===== config.mk =====
export PLATFORM = sky130hd
export DESIGN_NAME = uaw_merge_unit
export DESIGN_NICKNAME = d
export VERILOG_FILES = /design/src/rtl/uaw_pkg.sv /design/src/rtl/uaw_rst_sync.sv /design/src/rtl/uaw_byte_merge.sv /design/src/rtl/uaw_seq_ctrl.sv /design/src/rtl/uaw_merge_unit.sv
export SDC_FILE = /design/constraint.sdc
export NUM_CORES = 1
export LEC_CHECK = 0
export CAP_MARGIN = 20
export CORE_UTILIZATION = 25
export DETAILED_ROUTE_END_ITERATION = 7
export DONT_BUFFER_PORTS = 1
export HOLD_SLACK_MARGIN = 0.06
export SLEW_MARGIN = 20
export SYNTH_ARGS = -nofsm -noshare
export SYNTH_HDL_FRONTEND = slang
export SYNTH_HIERARCHICAL = 1
export SYNTH_SLANG_ARGS = --single-unit

===== constraint.sdc =====
create_clock -name clk -period 3.3 [get_ports clk]
set_input_delay 0.33 -clock clk [delete_from_list [all_inputs] [get_ports clk]]
set_output_delay 0.33 -clock clk [all_outputs]
set_load 0.005 [all_outputs]

===== src/rtl/uaw_pkg.sv =====
package uaw_pkg;

  typedef enum logic [1:0] {
    OP_LOAD_LEFT   = 2'b00,
    OP_LOAD_RIGHT  = 2'b01,
    OP_STORE_LEFT  = 2'b10,
    OP_STORE_RIGHT = 2'b11
  } uaw_op_e;

  typedef enum logic [2:0] {
    ST_IDLE   = 3'd0,
    ST_READ   = 3'd1,
    ST_WAIT   = 3'd2,
    ST_WRITE  = 3'd3,
    ST_FINISH = 3'd4
  } uaw_state_e;

  function automatic logic op_is_store(uaw_op_e op);
    return op[1];
  endfunction

endpackage


===== src/rtl/uaw_rst_sync.sv =====
module uaw_rst_sync (
  input  logic clk,
  input  logic rst_n,
  output logic rst_n_sync
);
  logic stage1_q;
  logic stage2_q;

  always_ff @(posedge clk or negedge rst_n) begin
    if (!rst_n) begin
      stage1_q <= 1'b0;
      stage2_q <= 1'b0;
    end else begin
      stage1_q <= 1'b1;
      stage2_q <= stage1_q;
    end
  end

  assign rst_n_sync = stage2_q;
endmodule


===== src/rtl/uaw_byte_merge.sv =====
module uaw_byte_merge
  import uaw_pkg::*;
#(
  parameter int DATA_W = 32,
  localparam int BYTES = DATA_W / 8,
  localparam int OFF_W = $clog2(BYTES)
) (
  input  uaw_op_e             op,
  input  logic [OFF_W-1:0]    offset,
  input  logic [DATA_W-1:0]   mem_word,
  input  logic [DATA_W-1:0]   reg_word,
  output logic [DATA_W-1:0]   merged
);
  localparam logic [OFF_W:0] LAST = (OFF_W+1)'(BYTES - 1);

  for (genvar g = 0; g < BYTES; g++) begin : g_lane
    localparam logic [OFF_W:0] LANE = (OFF_W+1)'(g);
    logic [OFF_W:0]   off_x;
    logic [OFF_W:0]   sum_x;
    logic [OFF_W-1:0] idx;
    logic             pick_mem;
    logic [7:0]       lane_byte;

    always_comb begin
      off_x    = {1'b0, offset};
      sum_x    = LANE + off_x;
      idx      = '0;
      pick_mem = 1'b0;
      unique case (op)
        OP_LOAD_LEFT: begin
          pick_mem = (sum_x >= LAST);
          idx      = OFF_W'(sum_x + (OFF_W+1)'(1));
        end
        OP_LOAD_RIGHT: begin
          pick_mem = (sum_x <= LAST);
          idx      = OFF_W'(sum_x);
        end
        OP_STORE_LEFT: begin
          pick_mem = (LANE > off_x);
          idx      = OFF_W'(LANE - off_x - (OFF_W+1)'(1));
        end
        OP_STORE_RIGHT: begin
          pick_mem = (LANE < off_x);
          idx      = OFF_W'(LANE - off_x);
        end
        default: begin
          pick_mem = 1'b0;
          idx      = '0;
        end
      endcase

      if (!op_is_store(op)) begin
        lane_byte = pick_mem ? mem_word[{idx, 3'b000} +: 8] : reg_word[8*g +: 8];
      end else begin
        lane_byte = pick_mem ? mem_word[8*g +: 8] : reg_word[{idx, 3'b000} +: 8];
      end
    end

    assign merged[8*g +: 8] = lane_byte;
  end
endmodule


===== src/rtl/uaw_seq_ctrl.sv =====
module uaw_seq_ctrl
  import uaw_pkg::*;
#(
  parameter int ADDR_W = 32,
  parameter int DATA_W = 32,
  parameter int IDX_W  = 5,
  localparam int BYTES = DATA_W / 8,
  localparam int OFF_W = $clog2(BYTES)
) (
  input  logic              clk,
  input  logic              rst_n,
  input  logic              req_valid,
  input  uaw_op_e           req_op,
  input  logic [ADDR_W-1:0] req_addr,
  input  logic [DATA_W-1:0] req_reg,
  input  logic [IDX_W-1:0]  req_dest,
  input  logic              mem_rvalid,
  input  logic [DATA_W-1:0] mem_rdata,
  output logic              busy,
  output logic              mem_rd_en,
  output logic              mem_wr_en,
  output logic [ADDR_W-1:0] mem_addr,
  output logic              rf_we,
  output logic [IDX_W-1:0]  rf_waddr,
  output logic              done,
  output uaw_op_e           op_q,
  output logic [OFF_W-1:0]  off_q,
  output logic [DATA_W-1:0] reg_q,
  output logic [DATA_W-1:0] mem_q
);
  uaw_state_e        state_q, state_d;
  logic              accept;
  logic              capture;
  logic [ADDR_W-1:0] addr_q;
  logic [IDX_W-1:0]  dest_q;

  // next state
  always_comb begin
    state_d = state_q;
    accept  = 1'b0;
    capture = 1'b0;
    unique case (state_q)
      ST_IDLE: begin
        if (req_valid) begin
          accept  = 1'b1;
          state_d = ST_READ;
        end
      end
      ST_READ: state_d = ST_WAIT;
      ST_WAIT: begin
        if (mem_rvalid) begin
          capture = 1'b1;
          state_d = op_is_store(op_q) ? ST_WRITE : ST_FINISH;
        end
      end
      ST_WRITE:  state_d = ST_FINISH;
      ST_FINISH: state_d = ST_IDLE;
      default:   state_d = ST_IDLE;
    endcase
  end

  always_ff @(posedge clk or negedge rst_n) begin
    if (!rst_n) begin
      state_q <= ST_IDLE;
    end else begin
      state_q <= state_d;
    end
  end

  // request capture, enabled by accept
  always_ff @(posedge clk or negedge rst_n) begin
    if (!rst_n) begin
      op_q   <= OP_LOAD_LEFT;
      off_q  <= '0;
      addr_q <= '0;
      reg_q  <= '0;
      dest_q <= '0;
    end else if (accept) begin
      op_q   <= req_op;
      off_q  <= req_addr[OFF_W-1:0];
      addr_q <= {req_addr[ADDR_W-1:OFF_W], {OFF_W{1'b0}}};
      reg_q  <= req_reg;
      dest_q <= req_dest;
    end
  end

  // read data capture, enabled by capture
  always_ff @(posedge clk or negedge rst_n) begin
    if (!rst_n) begin
      mem_q <= '0;
    end else if (capture) begin
      mem_q <= mem_rdata;
    end
  end

  assign busy      = (state_q != ST_IDLE);
  assign mem_rd_en = (state_q == ST_READ);
  assign mem_wr_en = (state_q == ST_WRITE);
  assign mem_addr  = addr_q;
  assign done      = (state_q == ST_FINISH);
  assign rf_we     = done && !op_is_store(op_q) && (dest_q != '0);
  assign rf_waddr  = dest_q;

  p_read_pulse_r2: assert property (@(posedge clk) disable iff (!rst_n)
    mem_rd_en |=> !mem_rd_en);

  p_aligned_r2: assert property (@(posedge clk) disable iff (!rst_n)
    (mem_rd_en || mem_wr_en) |-> (mem_addr[OFF_W-1:0] == '0));

  p_load_finish_r7: assert property (@(posedge clk) disable iff (!rst_n)
    (state_q == ST_WAIT && mem_rvalid && !op_q[1]) |=> (done && !mem_wr_en));

  p_store_done_r9: assert property (@(posedge clk) disable iff (!rst_n)
    mem_wr_en |=> (done && !rf_we));

  p_zero_dest_r8: assert property (@(posedge clk) disable iff (!rst_n)
    rf_we |-> (rf_waddr != '0));

  p_hold_r10: assert property (@(posedge clk) disable iff (!rst_n)
    (state_q != ST_IDLE) |=> ($stable(addr_q) && $stable(op_q) && $stable(reg_q)));
endmodule


===== src/rtl/uaw_merge_unit.sv =====
module uaw_merge_unit
  import uaw_pkg::*;
#(
  parameter int ADDR_W = 32,
  parameter int DATA_W = 32,
  parameter int IDX_W  = 5,
  localparam int BYTES = DATA_W / 8,
  localparam int OFF_W = $clog2(BYTES)
) (
  input  logic              clk,
  input  logic              rst_n,
  input  logic              req_valid,
  input  logic [1:0]        req_op,
  input  logic [ADDR_W-1:0] req_addr,
  input  logic [DATA_W-1:0] req_reg,
  input  logic [IDX_W-1:0]  req_dest,
  output logic              busy,
  output logic              mem_rd_en,
  output logic              mem_wr_en,
  output logic [ADDR_W-1:0] mem_addr,
  output logic [DATA_W-1:0] mem_wdata,
  input  logic              mem_rvalid,
  input  logic [DATA_W-1:0] mem_rdata,
  output logic              rf_we,
  output logic [IDX_W-1:0]  rf_waddr,
  output logic [DATA_W-1:0] rf_wdata,
  output logic              done
);
  logic              rst_n_sync;
  uaw_op_e           op_q;
  logic [OFF_W-1:0]  off_q;
  logic [DATA_W-1:0] reg_q;
  logic [DATA_W-1:0] mem_q;
  logic [DATA_W-1:0] merged;

  uaw_rst_sync u_rst_sync (
    .clk        (clk),
    .rst_n      (rst_n),
    .rst_n_sync (rst_n_sync)
  );

  uaw_seq_ctrl #(
    .ADDR_W (ADDR_W),
    .DATA_W (DATA_W),
    .IDX_W  (IDX_W)
  ) u_ctrl (
    .clk        (clk),
    .rst_n      (rst_n_sync),
    .req_valid  (req_valid),
    .req_op     (uaw_op_e'(req_op)),
    .req_addr   (req_addr),
    .req_reg    (req_reg),
    .req_dest   (req_dest),
    .mem_rvalid (mem_rvalid),
    .mem_rdata  (mem_rdata),
    .busy       (busy),
    .mem_rd_en  (mem_rd_en),
    .mem_wr_en  (mem_wr_en),
    .mem_addr   (mem_addr),
    .rf_we      (rf_we),
    .rf_waddr   (rf_waddr),
    .done       (done),
    .op_q       (op_q),
    .off_q      (off_q),
    .reg_q      (reg_q),
    .mem_q      (mem_q)
  );

  uaw_byte_merge #(
    .DATA_W (DATA_W)
  ) u_merge (
    .op       (op_q),
    .offset   (off_q),
    .mem_word (mem_q),
    .reg_word (reg_q),
    .merged   (merged)
  );

  assign mem_wdata = merged;
  assign rf_wdata  = merged;

  p_full_left_load_r3: assert property (@(posedge clk) disable iff (!rst_n_sync)
    (done && op_q == OP_LOAD_LEFT && off_q == OFF_W'(BYTES - 1)) |-> (rf_wdata == mem_q));

  p_full_right_load_r4: assert property (@(posedge clk) disable iff (!rst_n_sync)
    (done && op_q == OP_LOAD_RIGHT && off_q == '0) |-> (rf_wdata == mem_q));

  p_full_left_store_r5: assert property (@(posedge clk) disable iff (!rst_n_sync)
    (mem_wr_en && op_q == OP_STORE_LEFT && off_q == OFF_W'(BYTES - 1)) |-> (mem_wdata == reg_q));

  p_full_right_store_r6: assert property (@(posedge clk) disable iff (!rst_n_sync)
    (mem_wr_en && op_q == OP_STORE_RIGHT && off_q == '0) |-> (mem_wdata == reg_q));
endmodule


==> impl_metrics.toml <==
[outcome]
outcome = "complete, no violations"

[critical_path]
critPathMostFrequentCell = "buf_4"
cp-end-kind = "primary output"
start_kind = "flip-flop"
path_cells = "inv_4 -> ha_4 -> buf_12 -> mux2i_2 -> buf_4 -> mux2_2 -> o221a_2 -> o221ai_1 -> a32oi_2 -> buf_4"
max_stage_delay_ns = 0.46
critPathSlowestCell = "dfrtp_2"
worstPathArrival_ns = 2.95
cp_max_fo = 10
critPathRequiredTime_ns = 2.97
path_class = "reg2out"
cpLargestDelayFamily = "multiplexers"
cp_num_buf_inv = 4

[routing]
vias_per_cell = 5.49
ant_nets = 0
dr_total_vias = 7225
post_drt_wl_per_cell_um = 23.4
wirelength_um = 30800
drtIter0Drc = 638
dr.pass1.iters = 5
route.detailed.drc = 0

[floorplanning]
die-area_mm2 = 0.0354
start_util_pct = 25.6
die_h_um = 188
fp-row-count = 67
core_area_mm2 = 0.0338
io_pins = 213
die_w_um = 188

[yosys]
syn-cell-area_mm2 = 0.00865
synth_top_area_share_pct = 31.2
synth_top_area_cell = "dfrtp_1"
yosysMostFrequentCell = "dfrtp_1"
synthCells = 820
async_flop_share_pct = 100
ys_top_cells_by_count = "dfrtp_1, mux2i_1, nand2_1"
yosysWarnings = 6
synth_seq_cells = 108
ys_seq_area_share_pct = 31.2
synth_area_leaders = "dfrtp_1, mux2_4, mux2i_1"
syn_area_per_cell_um2 = 10.6
synth-edff-count = 0
yosysUniqueCellTypes = 70
synth_ff_type = "dfrtp_1"

[clock_network]
clockRootBuffer = "clkbuf_16"
htree_levels = 3
cts_buffers = 9
cts_tree = "done"
insertion_delay_ns = 0.38
clkSinkCount = 108
clock_path_buffers = 2
path_clk_slew_ns = 0.08

[sta]
hold_violations = 0
clock.fmax_mhz = 305
slew_viol_final = 0
period_share_pct = 99.2
min_period_ns = 3.28
max_slew_margin_pct = 36.3
finalClockSkew_ns = 0.0103
grt_setup_unrepaired = "yes"
tightest_slew_ns = 0.956
setup_viol = 0

[global_routing]
grt_max_degree = 55
grt_pass1_vias = 7085
grt.overflow.total = 0
grt_pass1_wl_um = 45500
grt_antenna_before_repair = 6
grt_use_total_pct = 17.1

[place]
place_area_mm2 = 0.00910
portBuffers = 0
dpl.hpwl_um = 21400
globalplace.congestion = 0.909

[final_layout]
area_growth_pct = 18.0
final_area_mm2 = 0.0102
finish.utilization_pct = 30.2
layout.nets = 973
final_layout_size_suffix_gt1_share_pct = 33.8

[flow_run]
maxCapViolCount = 0

[min_path]
hp-class = "in2reg"
==> sequential cells by signal, indices dropped and copies added (netlist names) <==
signal	count
u_ctrl/mem_addr	30
u_ctrl/mem_q	32
u_ctrl/off_q	2
u_ctrl/op_q	2
u_ctrl/reg_q	32
u_ctrl/rf_waddr	5
u_ctrl/state_q	3
u_rst_sync/rst_n_sync	1
u_rst_sync/stage1_q	1
==> placed cells by master (no fill, tap or decap), drive strengths merged, types with 8 or more instances in the layout <==
cell type    count
a211o           13
nor2            16
inv             12
clkbuf          11
mux2           132
o21ai           27
o221ai          14
mux4             9
nand2           72
dfrtp          108
nand3b          12
o22ai           31
mux2i           81
o221a            8
a22oi           11
nor3            13
buf             91
dlygate4sd3     38
and3            18
nand2b          14
a21oi           36
==> worst reg2reg max path, cell delays in order, from the launching register on <==
cell and delay (ns):
dfrtp_1 0.49, and4bb_2 0.97, mux2_2 0.47
==> final timing paths <==
kind,start,to,slack [ns],cells past startpoint
worst min register to register,u_rst_sync/rst_n_sync$_DFF_PN0_,u_ctrl/reg_q[6]$_DFFE_PN0P_,0.29,0
worst min-delay path,req_addr[25],u_ctrl/mem_addr[25]$_DFFE_PN0P_,0.08,1
min in group asynchronous,rst_n,u_rst_sync/rst_n_sync$_DFF_PN0_,0.18,1
max in group asynchronous,u_rst_sync/rst_n_sync$_DFF_PN0_,u_ctrl/op_q[1]$_DFFE_PN0P_,2.10,1
worst max-delay path,u_ctrl/off_q[0]$_DFFE_PN0P_,rf_wdata[30],0.02,10
worst max register to register,u_ctrl/state_q[0]$_DFFE_PN0P_,u_ctrl/mem_q[25]$_DFFE_PN0P_,1.24,2
==> per-stage QoR <==
step           setup TNS (ns)  hold WS, ns  instances  setup WS, ns
3_5_place_dp                0       0.0346       1232         0.161
2_1_floorplan               0       0.0344        821        0.0545
4_1_cts                     0       0.0615       1298        0.0131
3_3_place_gp                0       0.0346       1232         0.195
5_1_grt                -0.820       0.0601       1314       -0.0729
6_report                    0       0.0847       1316        0.0248
==> area by class of cell <==
type / instances / area (um^2)
sequential: 108 / 2710
clock inverter: 7 / 88.8
fill: 3475 / 23600
timing repair buffer: 131 / 1230
clock buffer: 9 / 225
multi-input combinational: 601 / 5350
antenna: 3 / 7.51
tap: 448 / 561
inverter: 9 / 36.3
==> metal layers <==
layer	GRT usage [%]	routed length [um]
met1	21.0	12300
met2	27.8	14600
met3	4.98	2900
met4	7.10	997
met5	0	25
==> what timing repair did <==
| action | in CTS | in global routing |
|---|---|---|
| pin swaps | 1 | 5 |
| setup endpoints to repair | 60 | 62 |
| hold endpoints to repair | 38 | 1 |
| setup buffers | 13 | 12 |
| hold buffers | 37 | 1 |
| gates cloned | 0 | 2 |
| resized for setup | 11 | 26 |
==> cell families after synthesis <==
group                      share of synthesized area (%)
DFF                                                 31.2
muxes                                               32.1
and+or+nand+nor                                     10.3
AOI/OAI and AO/OA                                   16.3
buffers and inverters                               8.60
other                                             0.0868
adders and majority gates                          0.867
xor gates and xnor gates                           0.564
Power is left out: the tool's default activity adds up to more than one toggle a clock period on the data nets, which glitch-free logic cannot reach.
